## src/rtl/sd_dat_pkg.sv

```systemverilog
package sd_dat_pkg;

   localparam int N_FLAGS = 3;
   localparam int FLG_END = 0;
   localparam int FLG_CRC = 1;
   localparam int FLG_TMO = 2;

   localparam int          CRC_W    = 16;
   localparam logic [15:0] CRC_POLY = 16'h1021;
   localparam logic [2:0]  TOKEN_OK = 3'b010;

   typedef enum logic [2:0] {
      ST_IDLE    = 3'd0,
      ST_RD_WAIT = 3'd1,
      ST_RD_BITS = 3'd2,
      ST_RD_END  = 3'd3,
      ST_WR_WAIT = 3'd4,
      ST_WR_TOK  = 3'd5,
      ST_WR_END  = 3'd6,
      ST_BUSY    = 3'd7
   } mon_state_e;

endpackage

```

## src/rtl/sd_crc_serial.sv

```systemverilog
module sd_crc_serial #(
   parameter int          W    = 16,
   parameter logic [W-1:0] POLY = 16'h1021
) (
   input  logic         clk,
   input  logic         rst_n,
   input  logic         clr,
   input  logic         en,
   input  logic         din,
   output logic [W-1:0] crc_nxt
);

   logic [W-1:0] crc_q;

   generate
      if (W < 2) begin : g_bad_w
         initial $fatal(1, "sd_crc_serial: W must be at least 2");
      end
   endgenerate

   always_comb begin
      crc_nxt = {crc_q[W-2:0], 1'b0} ^ ({W{crc_q[W-1] ^ din}} & POLY);
   end

   always_ff @(posedge clk or negedge rst_n) begin
      if (!rst_n)
         crc_q <= '0;
      else if (clr)
         crc_q <= '0;
      else if (en)
         crc_q <= crc_nxt;
   end

endmodule

```

## src/rtl/sd_wait_timer.sv

```systemverilog
module sd_wait_timer #(
   parameter int W = 16
) (
   input  logic         clk,
   input  logic         rst_n,
   input  logic         load,
   input  logic [W-1:0] load_val,
   input  logic         dec,
   output logic         expired
);

   logic [W-1:0] cnt_q;

   always_ff @(posedge clk or negedge rst_n) begin
      if (!rst_n)
         cnt_q <= '0;
      else if (load)
         cnt_q <= load_val;
      else if (dec && cnt_q != '0)
         cnt_q <= cnt_q - 1'b1;
   end

   assign expired = (cnt_q == '0);

endmodule

```

## src/rtl/sd_w1c_flags.sv

```systemverilog
module sd_w1c_flags #(
   parameter int N        = 3,
   parameter bit SET_WINS = 1'b1
) (
   input  logic         clk,
   input  logic         rst_n,
   input  logic [N-1:0] set,
   input  logic [N-1:0] clr,
   output logic [N-1:0] q
);

   for (genvar i = 0; i < N; i++) begin : g_bit
      logic bit_q;
      if (SET_WINS) begin : g_set_first
         always_ff @(posedge clk or negedge rst_n) begin
            if (!rst_n)
               bit_q <= 1'b0;
            else
               bit_q <= set[i] | (bit_q & ~clr[i]);
         end
      end else begin : g_clr_first
         always_ff @(posedge clk or negedge rst_n) begin
            if (!rst_n)
               bit_q <= 1'b0;
            else
               bit_q <= ~clr[i] & (bit_q | set[i]);
         end
      end
      assign q[i] = bit_q;
   end

endmodule

```

## src/rtl/sd_dat_err_mon.sv

```systemverilog
module sd_dat_err_mon
   import sd_dat_pkg::*;
#(
   parameter int BLK_BYTES = 512,
   parameter int TMO_W     = 20,
   parameter int TOK_WIN   = 8
) (
   input  logic             clk,
   input  logic             rst_n,
   input  logic             dat0,
   input  logic             rd_start,
   input  logic             wr_start,
   input  logic             busy_start,
   input  logic [TMO_W-1:0] tmo_limit,
   input  logic             clr_stb,
   input  logic [2:0]       clr_mask,
   output logic [2:0]       err_flags,
   output logic             idle
);

   localparam int RD_TOTAL = BLK_BYTES * 8 + CRC_W;
   localparam int BIT_W    = $clog2(RD_TOTAL + 1);
   localparam int RD_LAST  = RD_TOTAL - 1;
   localparam int TOK_LAST = 2;

   generate
      if (BLK_BYTES < 1) begin : g_bad_blk
         initial $fatal(1, "sd_dat_err_mon: BLK_BYTES must be at least 1");
      end
      if (TOK_WIN < 1) begin : g_bad_win
         initial $fatal(1, "sd_dat_err_mon: TOK_WIN must be at least 1");
      end
      if (TMO_W < 2 || TMO_W > 30) begin : g_bad_tmo
         initial $fatal(1, "sd_dat_err_mon: TMO_W out of range");
      end
      if (TOK_WIN - 1 >= (1 << TMO_W)) begin : g_bad_fit
         initial $fatal(1, "sd_dat_err_mon: TOK_WIN does not fit in TMO_W");
      end
   endgenerate

   mon_state_e         state_q, state_d;
   logic [BIT_W-1:0]   bit_q;
   logic [1:0]         tok_q;
   logic [N_FLAGS-1:0] flag_set;
   logic [N_FLAGS-1:0] flag_clr;
   logic               tm_load, tm_dec, tm_expired;
   logic [TMO_W-1:0]   tm_val;
   logic               crc_clr, crc_en;
   logic [CRC_W-1:0]   crc_nxt;

   sd_crc_serial #(.W(CRC_W), .POLY(CRC_POLY)) u_crc (
      .clk     (clk),
      .rst_n   (rst_n),
      .clr     (crc_clr),
      .en      (crc_en),
      .din     (dat0),
      .crc_nxt (crc_nxt)
   );

   sd_wait_timer #(.W(TMO_W)) u_timer (
      .clk      (clk),
      .rst_n    (rst_n),
      .load     (tm_load),
      .load_val (tm_val),
      .dec      (tm_dec),
      .expired  (tm_expired)
   );

   sd_w1c_flags #(.N(N_FLAGS), .SET_WINS(1'b1)) u_flags (
      .clk   (clk),
      .rst_n (rst_n),
      .set   (flag_set),
      .clr   (flag_clr),
      .q     (err_flags)
   );

   assign flag_clr = clr_stb ? clr_mask : '0;
   assign idle     = (state_q == ST_IDLE);

   always_comb begin
      state_d  = state_q;
      flag_set = '0;
      tm_load  = 1'b0;
      tm_val   = tmo_limit;
      tm_dec   = 1'b0;
      crc_clr  = 1'b0;
      crc_en   = 1'b0;
      unique case (state_q)
         ST_IDLE: begin
            if (rd_start) begin
               state_d = ST_RD_WAIT;
               tm_load = 1'b1;
               crc_clr = 1'b1;
            end else if (wr_start) begin
               state_d = ST_WR_WAIT;
               tm_load = 1'b1;
               tm_val  = TMO_W'(TOK_WIN - 1);
            end else if (busy_start) begin
               state_d = ST_BUSY;
               tm_load = 1'b1;
            end
         end
         ST_RD_WAIT: begin
            if (!dat0) begin
               state_d = ST_RD_BITS;
            end else if (tm_expired) begin
               flag_set[FLG_TMO] = 1'b1;
               state_d = ST_IDLE;
            end else begin
               tm_dec = 1'b1;
            end
         end
         ST_RD_BITS: begin
            crc_en = 1'b1;
            if (bit_q == BIT_W'(RD_LAST)) begin
               flag_set[FLG_CRC] = (crc_nxt != '0);
               state_d = ST_RD_END;
            end
         end
         ST_RD_END: begin
            flag_set[FLG_END] = ~dat0;
            state_d = ST_IDLE;
         end
         ST_WR_WAIT: begin
            if (!dat0) begin
               state_d = ST_WR_TOK;
            end else if (tm_expired) begin
               flag_set[FLG_TMO] = 1'b1;
               state_d = ST_IDLE;
            end else begin
               tm_dec = 1'b1;
            end
         end
         ST_WR_TOK: begin
            if (bit_q == BIT_W'(TOK_LAST)) begin
               flag_set[FLG_CRC] = ({tok_q, dat0} != TOKEN_OK);
               state_d = ST_WR_END;
            end
         end
         ST_WR_END: begin
            flag_set[FLG_END] = ~dat0;
            tm_load = 1'b1;
            state_d = ST_BUSY;
         end
         ST_BUSY: begin
            if (dat0) begin
               state_d = ST_IDLE;
            end else if (tm_expired) begin
               flag_set[FLG_TMO] = 1'b1;
               state_d = ST_IDLE;
            end else begin
               tm_dec = 1'b1;
            end
         end
         default: state_d = ST_IDLE;
      endcase
   end

   always_ff @(posedge clk or negedge rst_n) begin
      if (!rst_n) begin
         state_q <= ST_IDLE;
         bit_q   <= '0;
         tok_q   <= '0;
      end else begin
         state_q <= state_d;
         if (state_d != state_q)
            bit_q <= '0;
         else if (state_q == ST_RD_BITS || state_q == ST_WR_TOK)
            bit_q <= bit_q + 1'b1;
         if (state_q == ST_WR_TOK)
            tok_q <= {tok_q[0], dat0};
      end
   end

endmodule

```

## config.mk

```make
export PLATFORM = sky130hd
export DESIGN_NAME = sd_dat_err_mon
export DESIGN_NICKNAME = d
export VERILOG_FILES = /design/src/rtl/sd_dat_pkg.sv /design/src/rtl/sd_crc_serial.sv /design/src/rtl/sd_wait_timer.sv /design/src/rtl/sd_w1c_flags.sv /design/src/rtl/sd_dat_err_mon.sv
export SDC_FILE = /design/constraint.sdc
export NUM_CORES = 1
export LEC_CHECK = 0
export BUFFER_PORTS_ARGS = -buffer_cell sky130_fd_sc_hd__buf_2
export CORE_ASPECT_RATIO = 1.5
export CORE_UTILIZATION = 62
export CTS_BUF_LIST = sky130_fd_sc_hd__clkbuf_8
export DETAILED_ROUTE_END_ITERATION = 10
export PLACE_DENSITY = 0.8
export SLEW_MARGIN = 40
export SYNTH_ARGS = -nofsm -noshare
export SYNTH_HDL_FRONTEND = slang
export SYNTH_SLANG_ARGS = --single-unit
```

## constraint.sdc

```tcl
create_clock -name clk -period 2.6 [get_ports clk]
set_clock_uncertainty 0.1 [all_clocks]
set_input_delay 0.26 -clock clk [delete_from_list [all_inputs] [get_ports clk]]
set_output_delay 0.26 -clock clk [all_outputs]
set_load 0.01 [all_outputs]
```

Word-level counts from Yosys, hierarchy flattened

Index checks and enable logic that the tools add are counted.

Add/sub/neg operators: 2
Equality and inequality tests: 11
Mux-type cells: 39
Bitwise logic cells: 12
Reductions and logical operators: 11

Operators by type and width:

| cell                  | number |
|---|---|
| $mux 20               | 5 |
| $mux 16               | 2 |
| $mux 3                | 10 |
| $mux 13               | 2 |
| $pmux 3 s8            | 1 |
| $logic_not 20->1      | 1 |
| $reduce_bool 20->1    | 1 |
| $sub 20x1->20 const B | 1 |
| $reduce_bool 16->1    | 1 |
| $xor 16x13->16        | 1 |
| $mux 1                | 15 |
| $add 13x1->13 const B | 1 |
| $eq 13x13->1 const B  | 1 |
| $eq 13x2->1 const B   | 1 |
| $eq 3x3->1 const B    | 4 |
| $pmux 1 s2            | 4 |
| $eq 3x2->1 const B    | 2 |
| $reduce_bool 2->1     | 3 |
| $not 1->1             | 4 |
| $reduce_or 2->1       | 2 |
| $and 1x1->1           | 3 |
| $eq 3x1->1 const B    | 1 |
| $logic_not 3->1       | 1 |
| $ne 3x2->1 const B    | 1 |
| other kinds (5)       | 7 |

Register bits after elaboration: 57
Input port bits: 30
Output and inout bits: 4
Word-level logic and storage cells: 83

Depth between registers and ports, before layout

Word-level depth: 7
Mapped depth: 9
Mapped depth without buffers: 7

Modules after synthesis

From an unflattened synthesis, not the netlist that was laid out.

Cell total of the unflattened synthesis: 416
Area, all modules: 3762.4 µm²

Modules (own cells, without submodules):

| module         | instances | cells an instance | area an instance (µm²) | seq. area each (µm²) |
|---|---|---|---|---|
| sd_dat_err_mon | 1         | 171               | 1416.4                 | 450.4 |
| sd_wait_timer  | 1         | 165               | 1411.4                 | 500.5 |
| sd_crc_serial  | 1         | 68                | 803.3                  | 400.4 |
| sd_w1c_flags   | 1         | 12                | 131.4                  | 75.1 |

Worst setup path after synthesis

OpenSTA, ideal clock, no wires.

Path type: flip-flop to flip-flop
Start: reg u_timer.cnt_q[3]
End: reg u_timer.cnt_q[19]
Setup time: 120 ps
Arrival time: 2144 ps
Data required time: 2380 ps
Path slack: 236 ps
Cell stages (with the launch flop): 7
Buffers on the path: 1
Clock period less this slack: 2364 ps
Cell sequence: dfrtp_1 > or3_1 > buf_6 > or4_4 > o21a_4 > or3_1 > o211a_1

Word-level cells in the longest chain between the ends: 6
Elaborated cells on any way between the ends: 11
Classes of those cells: 1 x add/sub; 6 x mux; 4 x reduce/logical

Ends and longest elaborated chain:

| element                                                               | line                | source |
|---|---|---|
| start, declared                                                       | sd_wait_timer.sv:12 | `logic [W-1:0] cnt_q;` |
| start signal, assigned                                                | sd_wait_timer.sv:18 | `cnt_q <= load_val;` |
| start signal, assigned                                                | sd_wait_timer.sv:20 | `cnt_q <= cnt_q - 1'b1;` |
| parallel branches: the longest is 6 deep, another holds $sub 20x1->20 | --                  |  |

Several ways; the timed one is not identified. The select of a mux whose other input is x is not followed.
A chain may end at the register's enable or synchronous reset.

Worst setup path after layout

Start: reg u_timer.cnt_q[9]
End: reg u_timer.cnt_q[8]

Word-level cells in the longest chain between the ends: 6
Elaborated cells on any way between the ends: 8
Classes of those cells: 4 x mux; 4 x reduce/logical

Ends and longest elaborated chain:

| element                       | line                                                                | source |
|---|---|---|
| $logic_not 20->1              | sd_wait_timer.sv:23                                                 | `assign expired = (cnt_q == '0);` |
| $mux 1                        | sd_dat_err_mon.sv:106, sd_dat_err_mon.sv:127, sd_dat_err_mon.sv:148 |  |
| $mux 1 (on tied branches)     | sd_dat_err_mon.sv:146, sd_dat_err_mon.sv:125                        |  |
| $pmux 1 s2                    | sd_dat_err_mon.sv:88                                                | `unique case (state_q)` |
| $logic_and 1x1->1 *           | sd_wait_timer.sv:19                                                 | `else if (dec && cnt_q != '0)` |
| $reduce_bool 2->1 (no line) * | --                                                                  |  |

Every way passes the cells marked *; elsewhere a longest branch is shown, timed or not.

==> reports/metrics.csv <==
stage,metric,value,unit
final_layout,antennaDiodeCount,0,
clock_network,cts_tree,done,
floorplan,dieArea,5957,um2
timing,min_period,2.429,ns
power_and_ir_drop,irDropWorstVdd,0.7885,mV
timing,fmax,0.4116,GHz
timing,period_share,93.43,%
final_layout,final_area,4040,um2
outcome,outcome,completed,
global_route,grt_pass1_vias,3120,
logic_synthesis,yosysTopAreaCell,dfrtp_1,
clock_network,clk_pin_slew,0.06,ns
drt,wl_per_cell,17.14,um
timing,hold_viol_final,0,
final_layout,mostFrequentLayoutCell,dfrtp_1,
drt,drt_wl_total,8.778,mm
worst_setup_path,path_max_fanout,6,
drt,drtAntennaViolNets,0,
place,place_congestion,1.029,
worst_setup_path,startpoint_type,register,
clock_network,holdBufCountCts,1,
final_layout,num-fill-cells,420,
timing,maxSlewHeadroom,55.74,%
logic_synthesis,synth_top_family_by_area,simple AND/OR/NAND/NOR gates,
clock_network,clockRootBuffer,clkbuf_8,
global_route,grt_max_degree,25,
drt,drc,0,
worst_hold_path,hold_path_class,input pin to register,
worst_setup_path,worstPathArrival,2.56,ns
timing,worstMarginPinSlew,0.6536,ns
logic_synthesis,synth_xor_area_share,4.253,%
floorplan,std_cell_rows,33,
place,io_buffer_count,33,
logic_synthesis,ys.flop_type,dfrtp_1,
floorplan,pin_count,34,
timing,grt_setup_unrepaired,no,
worst_setup_path,crit_required,2.73,ns
run,maxCapViolCount,0,
final_layout,final_layout_size_suffix_gt1_share,21.04,%
worst_setup_path,crit_type,register to register,
logic_synthesis,yosysTopAreaCellShare,40.74,%
clock_network,max-clock-path-buffers,2,
logic_synthesis,muxShareOfSynthArea,0.9292,%
floorplan,fp.coreArea,5450,um2
clock_network,cts_buffers,9,
clock_network,clk-insertion-delay-late,0.34,ns
logic_synthesis,synth_edf_count,0,
final_layout,mostFrequentLayoutCells,"57 x dfrtp_1, 46 x nand2_1, 40 x nor2_1",
clock_network,h-tree-depth,3,
timing,setup_viol,0,
global_route,grt_pass1_wl,14.09,mm
drt,first_pass_iters,4,
clock_network,ctsResizeCount,0,
logic_synthesis,synth_nets,425,
logic_synthesis,synthAdderAreaFrac,1.072,%
final_layout,area_growth,15.40,%
logic_synthesis,yosys_warnings,0,
logic_synthesis,synth_area_leaders,"dfrtp_1 41%, nand2_1 4.9%, nor2_1 4.3%, a21oi_1 4.0%, nor3_1 2.9%",
floorplan,die_w,63.36,um
power_and_ir_drop,cellLeakagePower,0.001835,uW
power_and_ir_drop,power_per_cell_area,1317,nW/um2
drt,via_per_inst,6.258,
final_layout,multiInputGateArea,1897,um2
timing,fin_tns_setup,0,ns
place,placed_cell_area,3801,um2
logic_synthesis,async_reset_ff_share,100.0,%
global_route,grt.overflow.total,0,
global_route,antenna_found_initial,0,
logic_synthesis,ys_ff_latch,57,
logic_synthesis,ys_seq_area_share,40.74,%
logic_synthesis,syn_area_per_cell,8.931,um2
final_layout,nNetsFinal,471,
timing,slew_viol_final,0,
global_route,grt_usage,30.94,%
clock_network,post_cts_buffers,0,
logic_synthesis,synth_cell_types,70,
logic_synthesis,synth-compound-area-share,20.30,%
final_layout,regArea,1426,um2
logic_synthesis,synth-simple-area-share,27.63,%
drt,vias,3204,
worst_setup_path,end_kind,register,
logic_synthesis,netlist_area,3501,um2
floorplan,initial_core_util,64.23,%
floorplan,die_height,94.03,um
place,hpwlAfterDp,6.429,mm
drt,drt_iter0_drc,237,
clock_network,clock_sinks,57,
logic_synthesis,synth_cells,392,
through the flow:
step	util [%]	total power (uW)	instances	hold WS, ns	setup WS [ns]
6_report	74.13	5321	512	0.06121	0.1707
4_1_cts	74.13	5289	512	0.06082	0.1807
2_1_floorplan	-	3560	392	-0.1356	0.2359
5_1_grt	74.13	5667	512	0.08445	0.1341
3_3_place_gp	69.74	4219	496	0.1058	0.2080
3_5_place_dp	69.74	4314	496	0.1074	0.1856
path summary, 6_finish.rpt:
| path | to | slack (ns) | start | cells after the start |
|---|---|---|---|---|
| setup / recovery | u_timer.cnt_q[8] | 0.17 | u_timer.cnt_q[9] | 6 |
| hold / removal | u_timer.cnt_q[4] | 0.06 | tmo_limit[4] | 3 |
| setup reg to reg | u_timer.cnt_q[8] | 0.17 | u_timer.cnt_q[9] | 6 |
| hold reg to reg | u_flags.g_bit[0].bit_q | 0.41 | u_flags.g_bit[0].bit_q | 1 |
| max in group asynchronous | u_timer.cnt_q[10] | 1.43 | rst_n | 3 |
| min in group asynchronous | u_crc.crc_q[12] | 0.29 | rst_n | 2 |
power breakdown:
part | switching, uW | leakage (uW) | internal [uW]
sequential | 338 | 0.000758 | 1190
combinational | 1640 | 0.000957 | 1190
clock | 348 | 0.000120 | 609
total | 2320 | 0.00183 | 3000
flip-flops by register name (all words and copies together), names as in the netlist:
register,flops
state_q,3
u_flags.g_bit.bit_q,3
tok_q,2
u_timer.cnt_q,20
bit_q,13
u_crc.crc_q,16
cell families (layout without fill, tap and decap cells):
logic type	Yosys count	count (layout)
flip-flops	57	57
XOR/XNOR	17	17
adder cells (fa/ha/maj)	3	3
AO/OA/AOI/OAI	97	97
multiplexers	3	3
buffers and inverters	33	83
AND/OR/NAND/NOR	182	182
critical path: stages (launching register included):
cell and delay, ns:
dfrtp_1 0.40, or4_4 0.58, or4_4 0.48, o21ai_2 0.23, buf_4 0.18, a211oi_1 0.05
nor3_1 0.30
Yosys cell counts, types with 6 or more instances:
| cell | instances |
|---|---|
| nor2_1 | 40 |
| a31oi_1 | 6 |
| xor2_1 | 11 |
| and3_1 | 6 |
| a211oi_1 | 8 |
| inv_1 | 8 |
| a21oi_1 | 28 |
| o2bb2ai_1 | 6 |
| nand4_1 | 7 |
| a2bb2oi_1 | 6 |
| nand2_1 | 46 |
| o211a_1 | 6 |
| dfrtp_1 | 57 |
| nor2b_1 | 7 |
| xnor2_1 | 6 |
| nor3_1 | 20 |
| clkbuf_1 | 11 |
| nor4_1 | 12 |
| nand3_1 | 11 |
final cells by class:
cell class / instances / area share (%)
sequential: 57 / 35.31
clock inverter: 3 / 1.579
inverter: 8 / 0.7433
multi-input combinational: 302 / 46.95
clock buffer: 12 / 4.088
tap: 70 / 2.168
timing repair buffer: 60 / 9.167
per-layer routing:
metal  vias up  GRT usage (%)  share of wire [%]  routed length [um]
li1       1540              -                  -                   -
met1      1543          32.78                 38                3356
met2        95          57.80                 54                4769
met3        26          3.883                3.8                 330
met4         0          17.42                3.7                 322
met5         -              0                  0                   0
(Power assumes the default switching activity.)
